--- config.mk ---
export PLATFORM = sky130hd
export DESIGN_NAME = cfg_loader_top
export DESIGN_NICKNAME = d
export VERILOG_FILES = /design/src/rtl/cfg_loader_pkg.sv /design/src/rtl/cfg_sync_edge.sv /design/src/rtl/cfg_frame_fsm.sv /design/src/rtl/cfg_reg_bank.sv /design/src/rtl/cfg_loader_top.sv
export SDC_FILE = /design/constraint.sdc
export NUM_CORES = 1
export LEC_CHECK = 0
export BUFFER_PORTS_ARGS = -buffer_cell sky130_fd_sc_hd__buf_2
export CELL_PAD_IN_SITES_DETAIL_PLACEMENT = 0
export CELL_PAD_IN_SITES_GLOBAL_PLACEMENT = 1
export CORE_MARGIN = 4
export CORE_UTILIZATION = 29
export DETAILED_ROUTE_END_ITERATION = 10
export PLACE_DENSITY = 0.56
export SLEW_MARGIN = 10
export SYNTH_ARGS = -nofsm -noshare
export SYNTH_HDL_FRONTEND = slang
export SYNTH_HIERARCHICAL = 1
export SYNTH_SLANG_ARGS = --single-unit
--- constraint.sdc ---
create_clock -name clk -period 3.25 [get_ports clk]
set_input_delay 0.8125 -clock clk [delete_from_list [all_inputs] [get_ports clk]]
set_output_delay 0.8125 -clock clk [all_outputs]
set_load 0.05 [all_outputs]
--- src/rtl/cfg_loader_pkg.sv ---
package cfg_loader_pkg;

    typedef enum logic [1:0] {
        ST_IDLE   = 2'd0,
        ST_SHIFT  = 2'd1,
        ST_DECODE = 2'd2,
        ST_DONE   = 2'd3
    } frm_state_t;

    function automatic int frame_len(input int data_w);
        return data_w + 3;
    endfunction

endpackage

--- src/rtl/cfg_sync_edge.sv ---
module cfg_sync_edge #(
    parameter int STAGES = 2
) (
    input  logic clk,
    input  logic rst_n,
    input  logic ser_clk,
    input  logic ser_dat,
    output logic bit_stb,
    output logic bit_val
);
    logic [STAGES-1:0] clk_sync;
    logic [STAGES-1:0] dat_sync;
    logic              clk_last;

    generate
        if (STAGES == 1) begin : g_single
            always_ff @(posedge clk or negedge rst_n) begin
                if (!rst_n) begin
                    clk_sync <= '0;
                    dat_sync <= '0;
                end else begin
                    clk_sync <= ser_clk;
                    dat_sync <= ser_dat;
                end
            end
        end else begin : g_chain
            always_ff @(posedge clk or negedge rst_n) begin
                if (!rst_n) begin
                    clk_sync <= '0;
                    dat_sync <= '0;
                end else begin
                    clk_sync <= {clk_sync[STAGES-2:0], ser_clk};
                    dat_sync <= {dat_sync[STAGES-2:0], ser_dat};
                end
            end
        end
    endgenerate

    always_ff @(posedge clk or negedge rst_n) begin
        if (!rst_n) clk_last <= 1'b0;
        else        clk_last <= clk_sync[STAGES-1];
    end

    assign bit_stb = clk_sync[STAGES-1] & ~clk_last;
    assign bit_val = dat_sync[STAGES-1];

    // a strobe is a single-cycle event
    a_r2_strobe_single: assert property (@(posedge clk) disable iff (!rst_n)
        bit_stb |=> !bit_stb);
endmodule

--- src/rtl/cfg_frame_fsm.sv ---
module cfg_frame_fsm
    import cfg_loader_pkg::*;
#(
    parameter int DATA_W = 12
) (
    input  logic              clk,
    input  logic              rst_n,
    input  logic              frm_en,
    input  logic              bit_stb,
    input  logic              bit_val,
    output logic              wr_mode,
    output logic              wr_limit,
    output logic              off_cmd,
    output logic [DATA_W-1:0] payload
);
    localparam int FRAME_BITS = frame_len(DATA_W);
    localparam int CNT_W      = $clog2(FRAME_BITS + 1);
    localparam int LAST_IDX   = FRAME_BITS - 1;

    frm_state_t state_q, state_d;
    logic [CNT_W-1:0]      cnt_q;
    logic [FRAME_BITS-1:0] shreg_q;

    logic sel_off, sel_mode, stop_bit;
    assign sel_off  = shreg_q[FRAME_BITS-1];
    assign sel_mode = shreg_q[FRAME_BITS-2];
    assign stop_bit = shreg_q[0];
    assign payload  = shreg_q[FRAME_BITS-3:1];

    // state register
    always_ff @(posedge clk or negedge rst_n) begin
        if (!rst_n) state_q <= ST_IDLE;
        else        state_q <= state_d;
    end

    // next-state logic
    always_comb begin
        state_d = state_q;
        unique case (state_q)
            ST_IDLE:   if (frm_en) state_d = ST_SHIFT;
            ST_SHIFT:  if (!frm_en) state_d = ST_IDLE;
                       else if (bit_stb && cnt_q == CNT_W'(LAST_IDX)) state_d = ST_DECODE;
            ST_DECODE: state_d = frm_en ? ST_DONE : ST_IDLE;
            ST_DONE:   if (!frm_en) state_d = ST_IDLE;
            default:   state_d = ST_IDLE;
        endcase
    end

    // bit counter and shift register
    always_ff @(posedge clk or negedge rst_n) begin
        if (!rst_n) begin
            cnt_q   <= '0;
            shreg_q <= '0;
        end else if (state_q == ST_SHIFT && frm_en && bit_stb) begin
            shreg_q <= {shreg_q[FRAME_BITS-2:0], bit_val};
            cnt_q   <= (cnt_q == CNT_W'(LAST_IDX)) ? '0 : cnt_q + 1'b1;
        end else if (state_q == ST_IDLE) begin
            cnt_q   <= '0;
        end
    end

    // action outputs
    always_comb begin
        wr_mode  = 1'b0;
        wr_limit = 1'b0;
        off_cmd  = 1'b0;
        unique case (state_q)
            ST_DECODE: begin
                if (!stop_bit) begin
                    if (sel_off)       off_cmd  = 1'b1;
                    else if (sel_mode) wr_mode  = 1'b1;
                    else               wr_limit = 1'b1;
                end
            end
            default: ;
        endcase
    end

    // one action at most per decode
    a_r11_one_action: assert property (@(posedge clk) disable iff (!rst_n)
        $onehot0({wr_mode, wr_limit, off_cmd}));
    // counter never passes the last bit index
    a_r2_cnt_bound: assert property (@(posedge clk) disable iff (!rst_n)
        cnt_q <= CNT_W'(LAST_IDX));
    // after a decode, no second decode without leaving the frame
    a_r8_no_redecode: assert property (@(posedge clk) disable iff (!rst_n)
        (state_q == ST_DECODE) |=> (state_q != ST_DECODE));
endmodule

--- src/rtl/cfg_reg_bank.sv ---
module cfg_reg_bank #(
    parameter int               DATA_W        = 12,
    parameter logic [DATA_W-1:0] MODE_DEFAULT  = 12'h5A3,
    parameter logic [DATA_W-1:0] LIMIT_DEFAULT = 12'h0C7
) (
    input  logic              clk,
    input  logic              rst_n,
    input  logic              wr_mode,
    input  logic              wr_limit,
    input  logic              off_cmd,
    input  logic              brownout,
    input  logic [DATA_W-1:0] payload,
    output logic [DATA_W-1:0] mode_reg,
    output logic [DATA_W-1:0] limit_reg,
    output logic              off_pulse,
    output logic              reset_marker
);
    logic mode_ok_q, limit_ok_q;

    always_ff @(posedge clk or negedge rst_n) begin
        if (!rst_n) begin
            mode_reg  <= MODE_DEFAULT;
            limit_reg <= LIMIT_DEFAULT;
            off_pulse <= 1'b0;
        end else begin
            if (wr_mode)  mode_reg  <= payload;
            if (wr_limit) limit_reg <= payload;
            off_pulse <= off_cmd;
        end
    end

    always_ff @(posedge clk or negedge rst_n) begin
        if (!rst_n) begin
            mode_ok_q  <= 1'b0;
            limit_ok_q <= 1'b0;
        end else if (brownout) begin
            mode_ok_q  <= 1'b0;
            limit_ok_q <= 1'b0;
        end else begin
            if (wr_mode)  mode_ok_q  <= 1'b1;
            if (wr_limit) limit_ok_q <= 1'b1;
        end
    end

    assign reset_marker = ~(mode_ok_q & limit_ok_q);

    // OFF pulse is one cycle wide
    a_r11_off_single: assert property (@(posedge clk) disable iff (!rst_n)
        off_pulse |=> !off_pulse);
    // brown-out raises the marker on the next cycle
    a_r9_bo_marker: assert property (@(posedge clk) disable iff (!rst_n)
        brownout |=> reset_marker);
    // brown-out alone keeps register contents
    a_r9_bo_keeps: assert property (@(posedge clk) disable iff (!rst_n)
        (brownout && !wr_mode && !wr_limit) |=> ($stable(mode_reg) && $stable(limit_reg)));
    // mode register only moves on a mode write
    a_r4_mode_hold: assert property (@(posedge clk) disable iff (!rst_n)
        !wr_mode |=> $stable(mode_reg));
    // limit register only moves on a limit write
    a_r5_limit_hold: assert property (@(posedge clk) disable iff (!rst_n)
        !wr_limit |=> $stable(limit_reg));
    // marker only clears after a register write
    a_r10_clear_on_write: assert property (@(posedge clk) disable iff (!rst_n)
        $fell(reset_marker) |-> $past(wr_mode || wr_limit));
endmodule

--- src/rtl/cfg_loader_top.sv ---
module cfg_loader_top #(
    parameter int                DATA_W        = 12,
    parameter int                SYNC_STAGES   = 2,
    parameter logic [DATA_W-1:0] MODE_DEFAULT  = 12'h5A3,
    parameter logic [DATA_W-1:0] LIMIT_DEFAULT = 12'h0C7
) (
    input  logic              clk,
    input  logic              rst_n,
    input  logic              frm_en,
    input  logic              ser_clk,
    input  logic              ser_dat,
    input  logic              brownout,
    output logic [DATA_W-1:0] mode_reg,
    output logic [DATA_W-1:0] limit_reg,
    output logic              off_pulse,
    output logic              reset_marker
);
    logic              bit_stb, bit_val;
    logic              wr_mode, wr_limit, off_cmd;
    logic [DATA_W-1:0] payload;

    cfg_sync_edge #(.STAGES(SYNC_STAGES)) u_sync (
        .clk     (clk),
        .rst_n   (rst_n),
        .ser_clk (ser_clk),
        .ser_dat (ser_dat),
        .bit_stb (bit_stb),
        .bit_val (bit_val)
    );

    cfg_frame_fsm #(.DATA_W(DATA_W)) u_fsm (
        .clk      (clk),
        .rst_n    (rst_n),
        .frm_en   (frm_en),
        .bit_stb  (bit_stb),
        .bit_val  (bit_val),
        .wr_mode  (wr_mode),
        .wr_limit (wr_limit),
        .off_cmd  (off_cmd),
        .payload  (payload)
    );

    cfg_reg_bank #(
        .DATA_W        (DATA_W),
        .MODE_DEFAULT  (MODE_DEFAULT),
        .LIMIT_DEFAULT (LIMIT_DEFAULT)
    ) u_regs (
        .clk          (clk),
        .rst_n        (rst_n),
        .wr_mode      (wr_mode),
        .wr_limit     (wr_limit),
        .off_cmd      (off_cmd),
        .brownout     (brownout),
        .payload      (payload),
        .mode_reg     (mode_reg),
        .limit_reg    (limit_reg),
        .off_pulse    (off_pulse),
        .reset_marker (reset_marker)
    );
endmodule

Word-level counts from Yosys, hierarchy flattened
Index checks and enable logic that the tools add are counted.
{"block": "totals", "regBits": 53, "inputBits": 6, "output_inout_bits": 26, "elab_cells": 55}
{"block": "op_classes", "add_sub_neg": 1, "n_eq_ne": 7, "muxes": 24, "bitwise_logic": 4, "n_reduce_logical": 8}
{"operator": "$mux 1", "count": 15}
{"operator": "$mux 4", "count": 3}
{"operator": "$mux 2", "count": 5}
{"operator": "$pmux 2 s4", "count": 1}
{"operator": "$reduce_bool 2->1", "count": 3}
{"operator": "$add 4x1->4 const B", "count": 1}
{"operator": "$eq 2x2->1 const B", "count": 2}
{"operator": "$eq 4x4->1 const B", "count": 1}
{"operator": "$ne 2x2->1 const B", "count": 2}
{"operator": "$logic_and 1x1->1", "count": 3}
{"operator": "$ne 3x2->1 const B", "count": 1}
{"operator": "$reduce_and 3->1", "count": 1}
{"operator": "$and 1x1->1", "count": 2}
{"operator": "$eq 2x1->1 const B", "count": 1}
{"operator": "$logic_not 2->1", "count": 1}
{"operator": "$not 1->1", "count": 2}

Logic depth before layout (Yosys ltp)
Gate-level depths: netlist of run 1.
{"block": "depth", "depth_word": 6, "depth_mapped": 5, "ltp_nobuf": 5}

Hierarchy
Netlist of run 1, hierarchy kept.
{"module": "cfg_reg_bank", "n_inst": 1, "cells_per_inst": 56, "area_each_um2": 1073.5, "seq_area_each_um2": 689.4}
{"module": "cfg_frame_fsm", "n_inst": 1, "cells_per_inst": 78, "area_each_um2": 1017.2, "seq_area_each_um2": 525.5}
{"module": "cfg_sync_edge", "n_inst": 1, "cells_per_inst": 6, "area_each_um2": 138.9, "seq_area_each_um2": 125.1}

Least setup slack after synthesis of run 1
No wires, ideal clock.
{"block": "synth_timing", "path_kind": "reg2reg", "start": "reg u_fsm.state_q[1]", "end": "reg u_regs.mode_reg[2]", "setup_ns": 0.125, "arrival_time_ns": 1.704, "required_ns": 3.125, "path_slack_ns": 1.421, "path_stages_with_launch": 5, "n_path_buf": 1, "period_less_slack_ns": 1.829, "cell_sequence": "dfrtp_1 > nand2b_1 > nor4b_1 > buf_6 > mux2_4"}
{"block": "synth_between", "elab_chain_cells": 2}
{"element": "start, declared", "line": "cfg_frame_fsm.sv:20", "text": "frm_state_t state_q, state_d;"}
{"element": "start signal, assigned", "line": "cfg_frame_fsm.sv:33", "text": "else state_q <= state_d;"}
{"element": "$eq 2x2->1", "line": "cfg_frame_fsm.sv:67", "text": "unique case (state_q)"}
{"element": "$mux 1", "line": "cfg_frame_fsm.sv:67"}
{"element": "via wr_mode", "line": "cfg_loader_top.sv:19", "text": "logic wr_mode, wr_limit, off_cmd;"}
{"element": "end signal, assigned", "line": "cfg_reg_bank.sv:26", "text": "if (wr_mode) mode_reg <= payload;"}
{"element": "end, declared", "line": "cfg_reg_bank.sv:13", "text": "output logic [DATA_W-1:0] mode_reg,"}
The timed path passes the listed nets, and every way through them passes these cells.
A chain may end at the register's enable or synchronous reset.

Worst setup path in the final report of run 1
{"block": "layout_timing", "start": "reg u_regs.limit_reg[2]", "end": "out limit_reg[2]"}
{"element": "start, declared", "line": "cfg_reg_bank.sv:14", "text": "output logic [DATA_W-1:0] limit_reg,"}
{"element": "start signal, assigned", "line": "cfg_reg_bank.sv:27", "text": "if (wr_limit) limit_reg <= payload;"}
{"element": "end, declared", "line": "cfg_loader_top.sv:14", "text": "output logic [DATA_W-1:0] limit_reg,"}
No word-level cell between the ends.

==> impl_metrics.yaml, run 1 <==
outcome:
  status: "complete, no violations"
pwr:
  vdd_drop_max_uv: 197
  power_leakage_nw: 1.21
  seqPwrFrac: 0.630
  p_comb_frac: 0.043
  power_w: 0.00113
  switching_power_w: 0.000264
  powerDensity_nw_per_um2: 451
  pwr-share-clk: 0.327
  switching_share: 0.234
  p_int_w: 0.000865
sta:
  finalSetupTns_ns: 0
  clock_skew_ns: 0.0121
  finalHoldViolCount: 0
  grt_setup_unrepaired: "false"
  finalSetupViolations: 0
  hold_ws_ns: 0.360
  tightest_slew_ns: 0.696
  slew_viol_final: 0
  period_needed_ns: 1.92
  slew_headroom: 0.536
  post-route-period-util: 0.592
  fmax_mhz: 520
route:
  viasPerCell: 4.31
  num_vias: 1143
  ant_nets: 0
  drt-initial-drc-count: 25
  drc: 0
  drt_wl_total_um: 3770
  dr.pass1.iters: 3
  wl_per_cell_um: 14.2
clock_tree:
  numCtsBuffers: 5
  post_cts_resized: 0
  path_clk_slew_ns: 0.10
  clk_latency_ns: 0.30
  cts_sinks: 53
  ctsHoldBuffers: 0
  cts.path.max_buffers: 2
  root_buffer: "clkbuf_8"
  htree_levels: 2
  cts_tree: "built"
  cts_setup_buffers: 0
grt:
  use_met1: 0.119
  grt.overflow.total: 0
  grt_pass1_wl_um: 6330
  grt.total_usage: 0.0902
  top_usage_layer: "met2"
  grt_max_degree: 33
  grt_pass1_vias: 1209
  grt_util_met2: 0.145
  antenna_found_initial: 0
  use_met3: 0.0245
floorplanning:
  pin_count: 32
  die_area_sq_um: 9160
  die_h_um: 95.7
  initial_utilization: 0.303
  core_sq_um: 7370
  rows: 31
  fp.dieW_um: 95.7
synth:
  syn_area_per_cell_sq_um: 15.9
  synthCells: 140
  yosysWarnings: 6
  synthTopCellsByCount: "dfrtp_1, mux2_2, mux2_4"
  synth_seq_area_share: 0.601
  synth_area_sq_um: 2230
  syn-num-nets: 148
  yosysTopAreaCellShare: 0.471
  ys_top_cells_by_area: "dfrtp_1, dfstp_2, mux2_4"
  yosys_most_used_dff: "dfrtp_1"
  synth_seq_cells: 53
  synth_most_common_cell: "dfrtp_1"
  synth-edff-count: 0
  synth_largest_area_cell: "dfrtp_1"
  yosysUniqueCellTypes: 27
  async_reset_ff_frac: 1.00
final_layout:
  final_util: 0.340
  n_antenna_cell: 0
  largest_reg_flops: 15
  areaGrowthSynthToFinish_pct: 12.3
  fill_cells: 746
  final_layout_size_suffix_gt1_frac: 0.608
  final_cell_area_sq_um: 2500
  nNetsFinal: 173
min_path:
  hold_path_class: "reg -> reg"
worst_setup_path:
  crit_family: "flip-flops"
  timing_worst_setup_path_type: "reg -> out"
  worstSetupEndpointType: "output pin"
  crit_buf_inv: 1
  critPathArrivalTime_ns: 1.11
  slowest_delay_ns: 0.55
  worstPathRequired_ns: 2.44
  crit_chain: "buf_2"
  crit_slowest_cell: "dfstp_2"
  cp-start-kind: "flop"
  cp_max_fo: 2
placed_design:
  gp_congestion: 0.621
  io_buffers: 31
  hpwl_um: 2730
  post_dp_cell_area_sq_um: 2410
run:
  cap_viol_max_count: 0
-- power groups by stage --
stage               clock network (W)  registers [W]  logic (W)
floorplan                           0       0.000711  0.0000600
global placement                    0       0.000723  0.0000478
detailed placement                  0       0.000725  0.0000502
CTS                          0.000386       0.000712  0.0000506
global route                 0.000413       0.000715  0.0000553
finish                       0.000369       0.000711  0.0000486
-- layout by cell type (no fill, tap or decap), types with 2 or more instances in the layout --
cell and n:
ha_1 2, dfstp_2 11, nand3_1 2, o21ai_0 2, buf_2 31, buf_4 4
clkbuf_8 5, clkinv_4 2, mux2_2 21, o21ba_2 2, dfrtp_1 42, inv_1 3
nand2_1 2, mux2_4 18, o211ai_1 4
-- path summary, 6_finish.rpt --
check,from,endpoint,slack [ns],cells past startpoint
worst max-delay path,u_regs/limit_reg[2],limit_reg[2],1.33,1
worst min-delay path,u_sync/dat_sync[0],u_sync/dat_sync[1],0.36,0
worst max register to register,u_fsm/state_q[0],u_fsm/cnt_q[2],1.50,3
worst min register to register,u_sync/dat_sync[0],u_sync/dat_sync[1],0.36,0
max in group asynchronous,rst_n,u_regs/mode_reg[7],2.00,2
min in group asynchronous,rst_n,u_regs/mode_ok_q,0.54,1
-- final cells by class --
class	instances	area, sq um	share of cell area
Clock inverter	3	22.5	0.00900
Multi-Input combinational cell	67	752	0.300
Clock buffer	5	68.8	0.0275
Inverter	3	11.3	0.00450
Timing Repair Buffer	35	185	0.0740
Tap cell	99	124	0.0495
Sequential cell	53	1340	0.535
-- metal layers --
layer / part of all wire / routed length, um
met4: 0.010 / 39
met3: 0.050 / 189
met2: 0.49 / 1860
met1: 0.45 / 1680
met5: 0 / 0
-- kinds of logic after synthesis --
logic type | Yosys count | share of synthesized area
AO/OA/AOI/OAI | 12 | 0.0432
adder cells (fa/ha/maj) | 2 | 0.0112
buffers and inverters | 20 | 0.0673
flip-flops | 53 | 0.601
multiplexers | 39 | 0.227
AND/OR/NAND/NOR | 14 | 0.0500
-- metrics by stage --
stage          std cells  setup slack (ns)
2_1_floorplan        140              1.42
3_3_place_gp         257              1.26
3_5_place_dp         257              1.13
4_1_cts              265              1.31
5_1_grt              265              1.28
6_report             265              1.33
No activity file was read; power rests on OpenSTA's default activity.
==> inputs of run 2 (changes only) <==
==> constraint.sdc (replaced) <==
create_clock -name clk -period 1.79 [get_ports clk]
set_input_delay 0.4475 -clock clk [delete_from_list [all_inputs] [get_ports clk]]
set_output_delay 0.4475 -clock clk [all_outputs]
set_load 0.05 [all_outputs]
==> impl_metrics.yaml, run 2 (same netlist as run 1, synthesis figures left out) <==
clock_tree:
  htree_levels: 2
  cts.path.max_buffers: 2
  post_cts_resized: 0
  numCtsBuffers: 5
  cts_setup_buffers: 0
  clk_latency_ns: 0.31
  cts_tree: "built"
  path_clk_slew_ns: 0.10
  root_buffer: "clkbuf_8"
  cts_sinks: 53
  ctsHoldBuffers: 0
sta:
  tightest_slew_ns: 0.495
  grt_setup_unrepaired: "false"
  period_needed_ns: 1.60
  post-route-period-util: 0.891
  slew_headroom: 0.670
  slew_viol_final: 0
  finalHoldViolCount: 0
  finalSetupTns_ns: 0
  layout_setup_ws_ns: 0.195
  clock_skew_ns: 0.0103
  finalSetupViolations: 0
  fmax_mhz: 627
floorplanning:
  pin_count: 32
  die_h_um: 95.7
  fp.dieW_um: 95.7
  initial_utilization: 0.303
  rows: 31
  die_area_sq_um: 9160
  core_sq_um: 7370
worst_setup_path:
  crit_family: "simple AND/OR/NAND/NOR gates"
  worstSetupEndpointType: "flop"
  worstPathRequired_ns: 1.98
  cp_max_fo: 13
  rrSetupSlack_ns: 0.19
  crit_buf_inv: 1
  cp.depth: 4
  critPathArrivalTime_ns: 1.79
  r2r-start: "u_fsm/shreg_q[0]"
  crit_slowest_cell: "dfrtp_1"
  cp-start-kind: "flop"
  crit_start: "u_fsm/shreg_q[0]"
  cp-endpoint: "u_regs/mode_reg[6]"
  r2r-end: "u_regs/mode_reg[6]"
  crit_chain: "nand2b_1 -> nor4b_4 -> buf_12 -> mux2_2"
  timing_worst_setup_path_type: "reg -> reg"
  slowest_delay_ns: 0.40
  r2r_cells: 4
placed_design:
  gp_congestion: 0.774
  hpwl_um: 2630
  io_buffers: 31
  post_dp_cell_area_sq_um: 2470
  post-place-ws_ns: 0.186
route:
  wl_per_cell_um: 13.7
  dr.pass1.iters: 2
  drt-initial-drc-count: 51
  num_vias: 1128
  drc: 0
  drt_wl_total_um: 3680
  ant_nets: 0
  viasPerCell: 4.21
final_layout:
  largest_reg_flops: 15
  fill_cells: 743
  mostFrequentLayoutCells: "dfrtp_1, buf_2, mux2_2"
  n_antenna_cell: 0
  areaGrowthSynthToFinish_pct: 14.8
  final_cell_area_sq_um: 2560
  final_layout_size_suffix_gt1_frac: 0.615
  final_util: 0.347
  nNetsFinal: 176
  final_common_cell: "dfrtp_1"
grt:
  antenna_found_initial: 0
  grt_max_degree: 24
  grt_pass1_vias: 1208
  grt_pass1_wl_um: 6250
  grt.overflow.total: 0
  grt.total_usage: 0.0897
pwr:
  power_leakage_nw: 1.23
  powerDensity_nw_per_um2: 805
  vdd_drop_max_uv: 304
  power_w: 0.00206
outcome:
  status: "complete, no violations"
min_path:
  hold_path_class: "in -> async"
run:
  cap_viol_max_count: 0
[run 2: worst min-delay path by stage]
stage | startpoint | end | slack (ns) | cells after the start
detailed placement | u_sync/clk_sync[0] | u_sync/clk_sync[1] | 0.34 | 0
CTS | rst_n | u_regs/limit_reg[3] | 0.10 | 1
global placement | u_sync/dat_sync[0] | u_sync/dat_sync[1] | 0.33 | 0
floorplan | rst_n | u_fsm/cnt_q[0] | 0.15 | 0
finish | rst_n | u_regs/limit_ok_q | 0.09 | 1
global route | rst_n | u_regs/limit_reg[3] | 0.12 | 1
[run 2: power breakdown]
group	switching [W]	leakage, nW	total (W)	internal (W)
Combinational	0.0000421	0.509	0.0000926	0.0000506
Sequential	0.0000454	0.680	0.00129	0.00125
Clock	0.000399	0.0445	0.000677	0.000278
Total	0.000486	1.23	0.00206	0.00157
[run 2: routing by layer]
layer	GRT usage	routed length, um	vias to the layer above
met2	0.140	1710	26
met4	0.0355	44	0
met1	0.115	1700	561
met3	0.0284	220	5
met5	0	0	-
li1	-	-	536
[run 2: layout make-up]
cell class	instances	area (sq um)	share of cell area
Multi-Input combinational cell	67	761	0.297
Tap cell	99	124	0.0484
Timing Repair Buffer	38	233	0.0910
Sequential cell	53	1340	0.524
Clock inverter	3	21.3	0.00831
Clock buffer	5	68.8	0.0269
Inverter	3	11.3	0.00440
[run 2: per-stage QoR]
step,cells,hold slack [ns]
global placement,260,0.331
detailed placement,260,0.341
floorplan,140,0.152
global route,268,0.120
CTS,268,0.102
finish,268,0.0878
